[src/rtl/dramPkg.sv]
package dramPkg;

  typedef enum logic [2:0] {
    ST_IDLE,
    ST_PRE,
    ST_RAS,
    ST_CAS,
    ST_DONE
  } ctrlState_e;

  // strobes from control to datapath
  typedef struct packed {
    logic load;      // capture CPU request
    logic newRow;    // request misses: adopt its row as the open row
    logic capture;   // last column cycle: sample read data
    logic casPhase;  // column address on the pins
  } dpCtl_t;

endpackage

[src/rtl/dramCtrlFsm.sv]
module dramCtrlFsm
  import dramPkg::*;
#(
  parameter int T_PRE = 2,
  parameter int T_RCD = 2,
  parameter int T_CAC = 2
) (
  input  logic   clk,
  input  logic   rst,
  input  logic   cpuReq,
  input  logic   rowHit,
  input  logic   rowValid,
  output logic   rasN,
  output logic   casN,
  output logic   cpuReady,
  output dpCtl_t dpCtl
);

  localparam int MAX_A   = (T_PRE > T_RCD) ? T_PRE : T_RCD;
  localparam int CNT_MAX = (MAX_A > T_CAC) ? MAX_A : T_CAC;
  localparam int CNT_W   = (CNT_MAX < 2) ? 1 : $clog2(CNT_MAX);

  ctrlState_e state, stateNext;
  logic [CNT_W-1:0] cnt, cntNext;
  logic cntZero;
  logic accept;
  logic isHit;

  assign cntZero = (cnt == '0);
  assign accept  = (state == ST_IDLE) && cpuReq;
  assign isHit   = rowValid && rowHit;

  always_comb begin
    stateNext = state;
    cntNext   = cntZero ? cnt : cnt - 1'b1;
    case (state)
      ST_IDLE: if (cpuReq) begin
        if (isHit) begin
          stateNext = ST_CAS;
          cntNext   = CNT_W'(T_CAC - 1);
        end else if (rowValid) begin
          stateNext = ST_PRE;
          cntNext   = CNT_W'(T_PRE - 1);
        end else begin
          stateNext = ST_RAS;
          cntNext   = CNT_W'(T_RCD - 1);
        end
      end
      ST_PRE: if (cntZero) begin
        stateNext = ST_RAS;
        cntNext   = CNT_W'(T_RCD - 1);
      end
      ST_RAS: if (cntZero) begin
        stateNext = ST_CAS;
        cntNext   = CNT_W'(T_CAC - 1);
      end
      ST_CAS:  if (cntZero) stateNext = ST_DONE;
      ST_DONE: stateNext = ST_IDLE;
      default: stateNext = ST_IDLE;
    endcase
  end

  always_ff @(posedge clk) begin
    if (rst) begin
      state <= ST_IDLE;
      cnt   <= '0;
    end else begin
      state <= stateNext;
      cnt   <= cntNext;
    end
  end

  assign rasN     = (state == ST_PRE) || ((state == ST_IDLE) && !rowValid);
  assign casN     = (state != ST_CAS);
  assign cpuReady = (state == ST_DONE);

  assign dpCtl.load     = accept;
  assign dpCtl.newRow   = accept && !isHit;
  assign dpCtl.capture  = (state == ST_CAS) && cntZero;
  assign dpCtl.casPhase = (state == ST_CAS);

  AST_READY_SINGLE: assert property (@(posedge clk) disable iff (rst)
    cpuReady |=> !cpuReady);
  AST_CAS_GAP: assert property (@(posedge clk) disable iff (rst)
    $rose(casN) |=> casN);
  AST_CAS_INSIDE_RAS: assert property (@(posedge clk) disable iff (rst)
    !casN |-> !rasN);
  AST_HIT_HOLDS_RAS: assert property (@(posedge clk) disable iff (rst)
    (state == ST_IDLE && cpuReq && rowValid && rowHit) |=> !rasN);
  AST_MISS_PRECHARGES: assert property (@(posedge clk) disable iff (rst)
    (state == ST_IDLE && cpuReq && rowValid && !rowHit) |=> rasN);
  AST_BUSY_NO_LOAD: assert property (@(posedge clk) disable iff (rst)
    (state != ST_IDLE) |-> !dpCtl.load);

endmodule

[src/rtl/dramDatapath.sv]
module dramDatapath
  import dramPkg::*;
#(
  parameter int ROW_W  = 8,
  parameter int COL_W  = 8,
  parameter int DATA_W = 16
) (
  input  logic                   clk,
  input  logic                   rst,
  input  dpCtl_t                 dpCtl,
  input  logic                   cpuWrite,
  input  logic [ROW_W+COL_W-1:0] cpuAddr,
  input  logic [DATA_W-1:0]      cpuWdata,
  input  logic [DATA_W-1:0]      memDin,
  output logic                   rowHit,
  output logic                   rowValid,
  output logic [((ROW_W > COL_W) ? ROW_W : COL_W)-1:0] memAddr,
  output logic                   weN,
  output logic [DATA_W-1:0]      memDout,
  output logic                   memDoe,
  output logic [DATA_W-1:0]      cpuRdata
);

  localparam int MUX_W = (ROW_W > COL_W) ? ROW_W : COL_W;

  logic [ROW_W-1:0]  openRow;
  logic [COL_W-1:0]  reqCol;
  logic              reqWrite;
  logic [DATA_W-1:0] reqWdata;
  logic [DATA_W-1:0] rdataReg;

  assign rowHit = (cpuAddr[ROW_W+COL_W-1:COL_W] == openRow);

  always_ff @(posedge clk) begin
    if (rst) begin
      openRow  <= '0;
      rowValid <= 1'b0;
      reqCol   <= '0;
      reqWrite <= 1'b0;
      reqWdata <= '0;
      rdataReg <= '0;
    end else begin
      if (dpCtl.load) begin
        reqCol   <= cpuAddr[COL_W-1:0];
        reqWrite <= cpuWrite;
        reqWdata <= cpuWdata;
      end
      if (dpCtl.newRow) begin
        openRow  <= cpuAddr[ROW_W+COL_W-1:COL_W];
        rowValid <= 1'b1;
      end
      if (dpCtl.capture) rdataReg <= memDin;
    end
  end

  assign memAddr  = dpCtl.casPhase ? MUX_W'(reqCol) : MUX_W'(openRow);
  assign weN      = !(dpCtl.casPhase && reqWrite);
  assign memDoe   = dpCtl.casPhase && reqWrite;
  assign memDout  = reqWdata;
  assign cpuRdata = rdataReg;

  AST_WE_STEADY: assert property (@(posedge clk) disable iff (rst)
    (dpCtl.casPhase && $past(dpCtl.casPhase)) |-> ($stable(weN) && $stable(memDout)));
  AST_ROW_STAYS_VALID: assert property (@(posedge clk) disable iff (rst)
    rowValid |=> rowValid);
  AST_OPEN_ROW_FIXED: assert property (@(posedge clk) disable iff (rst)
    !dpCtl.newRow |=> $stable(openRow));

endmodule

[src/rtl/dramPageCtrl.sv]
module dramPageCtrl
  import dramPkg::*;
#(
  parameter int ROW_W  = 8,
  parameter int COL_W  = 8,
  parameter int DATA_W = 16,
  parameter int T_PRE  = 2,
  parameter int T_RAC  = 4,
  parameter int T_CAC  = 2
) (
  input  logic                   clk,
  input  logic                   rst,
  input  logic                   cpuReq,
  input  logic                   cpuWrite,
  input  logic [ROW_W+COL_W-1:0] cpuAddr,
  input  logic [DATA_W-1:0]      cpuWdata,
  output logic [DATA_W-1:0]      cpuRdata,
  output logic                   cpuReady,
  output logic [((ROW_W > COL_W) ? ROW_W : COL_W)-1:0] memAddr,
  output logic                   rasN,
  output logic                   casN,
  output logic                   weN,
  output logic [DATA_W-1:0]      memDout,
  output logic                   memDoe,
  input  logic [DATA_W-1:0]      memDin
);

  // row-to-column delay is what remains of the row access time
  localparam int T_RCD = T_RAC - T_CAC;

  dpCtl_t dpCtl;
  logic   rowHit;
  logic   rowValid;

  dramCtrlFsm #(
    .T_PRE(T_PRE), .T_RCD(T_RCD), .T_CAC(T_CAC)
  ) uCtrl (
    .clk(clk), .rst(rst), .cpuReq(cpuReq), .rowHit(rowHit),
    .rowValid(rowValid), .rasN(rasN), .casN(casN),
    .cpuReady(cpuReady), .dpCtl(dpCtl)
  );

  dramDatapath #(
    .ROW_W(ROW_W), .COL_W(COL_W), .DATA_W(DATA_W)
  ) uPath (
    .clk(clk), .rst(rst), .dpCtl(dpCtl), .cpuWrite(cpuWrite),
    .cpuAddr(cpuAddr), .cpuWdata(cpuWdata), .memDin(memDin),
    .rowHit(rowHit), .rowValid(rowValid), .memAddr(memAddr),
    .weN(weN), .memDout(memDout), .memDoe(memDoe), .cpuRdata(cpuRdata)
  );

  AST_RESET_IDLE: assert property (@(posedge clk)
    $past(rst) |-> (rasN && casN && weN && !cpuReady));

endmodule

[config.mk]
export PLATFORM = sky130hd
export DESIGN_NAME = dramPageCtrl
export DESIGN_NICKNAME = d
export VERILOG_FILES = /design/src/rtl/dramPkg.sv /design/src/rtl/dramCtrlFsm.sv /design/src/rtl/dramDatapath.sv /design/src/rtl/dramPageCtrl.sv
export SDC_FILE = /design/constraint.sdc
export NUM_CORES = 1
export LEC_CHECK = 0
export CORE_MARGIN = 3
export CORE_UTILIZATION = 25
export DETAILED_ROUTE_END_ITERATION = 12
export PLACE_DENSITY = 0.61
export SLEW_MARGIN = 20
export SYNTH_ARGS = -nofsm -noshare
export SYNTH_HDL_FRONTEND = slang
export SYNTH_SLANG_ARGS = --single-unit
[constraint.sdc]
create_clock -name clk -period 1.66 [get_ports clk]
set_clock_uncertainty 0.15 [all_clocks]
set_input_delay 0.415 -clock clk [delete_from_list [all_inputs] [get_ports clk]]
set_output_delay 0.415 -clock clk [all_outputs]
set_load 0.02 [all_outputs]
==> results.md <==
- Ant diodes: 0
- CTS sink count: 54
- GP Congestion: 0.7507
- Clk buf depth: 2
- Antenna violations before repair: 0
- Highest Clock Rate: 533.8 MHz
- Hold endpoint: uPath.cpuRdata[7]
- Drt first pass iters: 4
- Asr flop ratio synth: 0%
- CTS tree: built
- Critical Path Slowest Stage Cell: dfxtp_2
- Residual DRC: 0
- Slew headroom: 64.59%
- Core area: 9328 µm²
- Top-count cell post-synth: nand2_1
- Synthesized area per cell: 7.743 µm²
- # setup viols final: 47
- Setup slack after layout: -0.2133 ns
- Min-delay worst type: reg2reg
- Die Ht: 104.5 µm
- WHS Path Cells: 2
- Full die area: 10910 µm²
- CP required: 1.09 ns
- Layout cells sized above 1: 41.79%
- DR vias/cell: 4.666
- Worst r2r src: uCtrl.state[1]
- Post-synthesis mux area share: 0%
- Setup TNS: -5.737 ns
- Hold Slack: 0.3055 ns
- Yosys top cell by area: dfxtp_1
- Worst-case reg-to-reg path depth: 6
- CTS root buf: clkbuf_8
- Int Pwr: 0.002946 W
- Seq/Total Area, Yosys: 44.61%
- Vias post-DR: 2734
- FF-to-FF End: uPath.openRow[6]
- Synth Area in Compound Gates: 15.64%
- Minimum clock period: 1.873 ns
- Worst Setup End Kind: primary output
- Nets: 508
- Simple-gate share of the synthesized area: 30.92%
- Netlist cell types: 32
- Post-route ant nets: 0
- Xor/xnor share of the synthesized area: 3.252%
- Peak VDD IR: 0.4384 mV
- Port Buf Inserts: 96
- Leak: 1.950 nW
- Part of the power in combinational logic: 48.3%
- Synthesis warning total: 0
- Status: finished with violations
- Post-synth EDFFs: 0
- Cells after Synth: 313
- CP Cell Sequence: nand3b_1 -> buf_6 -> buf_8 -> nand2_4 -> nand2_4 -> buf_6
- Hpwl dp: 5283 µm
- Die width: 104.5 µm
- Post-Syn Area: 2424 µm²
- RSZ-0062 raised after global routing: yes
- Yosys top cell area share: 44.61%
- GRT overflow: 0
- Fin. Hold Viols: 0
- Hold_buf cts: 0
- Largest family of logic cells by synthesized area: simple AND/OR/NAND/NOR gates
- Startpoint Class: flop
- Failing checks: negative setup slack
- First-pass GRT wire length: 13110 µm
- CTS H-tree depth: 2
- FF-to-FF setup slack: -0.16 ns
- Psw: 0.001704 W
- Synthesized Nets: 365
- All-layer global routing usage: 14.52%
- Layout Utilization: 49.78%
- CP delay by family, top: buffers and inverters
- Sw frac: 36.64%
- Io pins: 97
- Crit path kind: reg2out
- DR WL/cell: 14.73 µm
- Critical path's largest stage delay: 0.33 ns
- Synth top cells by count: nand2_1 (115), dfxtp_1 (54), a21oi_1 (43), clkbuf_1 (17)
- Overall power: 0.004650 W
- Initial Util: 25.98%
- Top fanout value on the critical path: 5
- Hold Path Origin: uPath.cpuRdata[7]
- Final Max Slew Viols: 0
- Clock power frac: 16.6%
- Clk_lat worst skew: 0.31 ns
- Reg power frac: 35.0%
- Pwr Density: 1001 nW/µm²
- Buf/Inv on CP: 3
- CTS clk-pin slew, worst paths: 0.09 ns
- P&R area growth vs syn: 91.58%
- Top cells by area, synth: dfxtp_1 (45%), nand2_1 (18%), a21oi_1 (8.9%)
- Adder-Cell Fraction of Synth Area: 0%
- Period utilization: 112.8%
- Post-synth top flop: dfxtp_1
- Synthesis-stage register bit count: 54
- CP Data Arrival Time: 1.31 ns
- Worst-margin pin slew: 0.5311 ns
- Row Count: 35
- Max-cap violations: 0
- Routed WL: 8630 µm
- Vias in the first global route: 2623
- CTS buffer count: 5
- Pin count of the biggest net entering global routing: 20
- First DRT Iteration DRCs: 99
-- logic make-up (layout without fill, tap and decap cells) --
kind of cell | Yosys count | after routing
and+or+nand+nor | 156 | 159
DFF | 54 | 54
AOI/OAI and AO/OA | 65 | 65
xor gates and xnor gates | 9 | 9
buffers and inverters | 29 | 170
-- routing by layer --
| layer | vias to the layer above | wire (µm) | part of all wire [%] | global-route usage, % |
|---|---|---|---|---|
| met5 | - | 0 | 0 | 0 |
| met3 | 7 | 478 | 5.5 | 4.780 |
| met1 | 1300 | 3883 | 45 | 18.82 |
| met2 | 63 | 4213 | 49 | 23.62 |
| li1 | 1364 | - | - | - |
| met4 | 0 | 54 | 0.63 | 2.849 |
-- sequential cells by signal, indices dropped and copies added (netlist names) --
name	count
uPath.cpuRdata	16
uPath.memDout	16
uPath.openRow	8
uPath.reqCol	8
uCtrl.state	3
uCtrl.cnt	1
uPath.reqWrite	1
uPath.rowValid	1
-- timing repair --
| action | 4_1_cts | 5_1_grt |
|---|---|---|
| gates cloned | 7 | 1 |
| pin swaps | 66 | 19 |
| setup endpoints to repair | 79 | 64 |
| resized for setup | 202 | 90 |
| setup buffers | 8 | 8 |
| endpoints found under the hold margin | 0 | 0 |
-- cell type report --
type                            instances  area [µm²]
Timing Repair Buffer                  158        1530
Clock buffer                            7       86.33
Clock inverter                          1       5.005
Sequential cell                        54        1096
Inverter                                4       20.02
Multi-Input combinational cell        233        1744
Fill cell                             895        4684
Tap cell                              129       161.4
-- worst reg2reg max path, cell delays in order, from the launching register on --
cell     delay [ns]
dfxtp_2        0.34
buf_6          0.13
buf_6          0.12
or4b_4         0.60
nor4b_2        0.24
a31oi_1        0.06
nand3_1        0.11
-- how the worst max path moves through the flow --
stage / endpoint / cells after the start / slack, ns / from
floorplan: uPath.openRow[6] / 7 / -0.06 / uCtrl.state[0]
global placement: uPath.reqCol[7] / 5 / -0.56 / cpuReq
detailed placement: uPath.memDout[8] / 5 / -0.58 / cpuReq
CTS: memAddr[0] / 6 / -0.24 / uCtrl.state[2]
global route: memAddr[0] / 6 / -0.30 / uCtrl.state[2]
finish: memAddr[0] / 6 / -0.21 / uCtrl.state[2]
-- through the flow --
step	instances	setup WS, ns	instance area [µm²]
floorplan	313	-0.05821	2446
global placement	554	-0.5620	3746
detailed placement	554	-0.5832	3746
CTS	577	-0.2402	4194
global route	586	-0.3036	4643
finish	586	-0.2133	4643
-- power groups by stage --
stage	logic, W	clock network (W)	registers [W]
finish	0.00225	0.000774	0.00163
global route	0.00239	0.000858	0.00165
CTS	0.00186	0.000805	0.00160
detailed placement	0.00151	0	0.00161
global placement	0.00149	0	0.00161
floorplan	0.000726	0	0.00168
-- placed cells by master, fill, tap and decap left out, types with 8 or more instances in the layout --
| cell | instances |
|---|---|
| clkdlybuf4s50_1 | 41 |
| buf_4 | 44 |
| clkdlybuf4s15_1 | 10 |
| buf_6 | 24 |
| a21oi_1 | 18 |
| a31oi_1 | 8 |
| dlygate4sd2_1 | 31 |
| nand2_1 | 68 |
| dfxtp_1 | 46 |
| a21oi_2 | 25 |
| o2111ai_1 | 8 |
| nand2_4 | 28 |
| nand2_2 | 19 |
(Power assumes the default switching activity.)
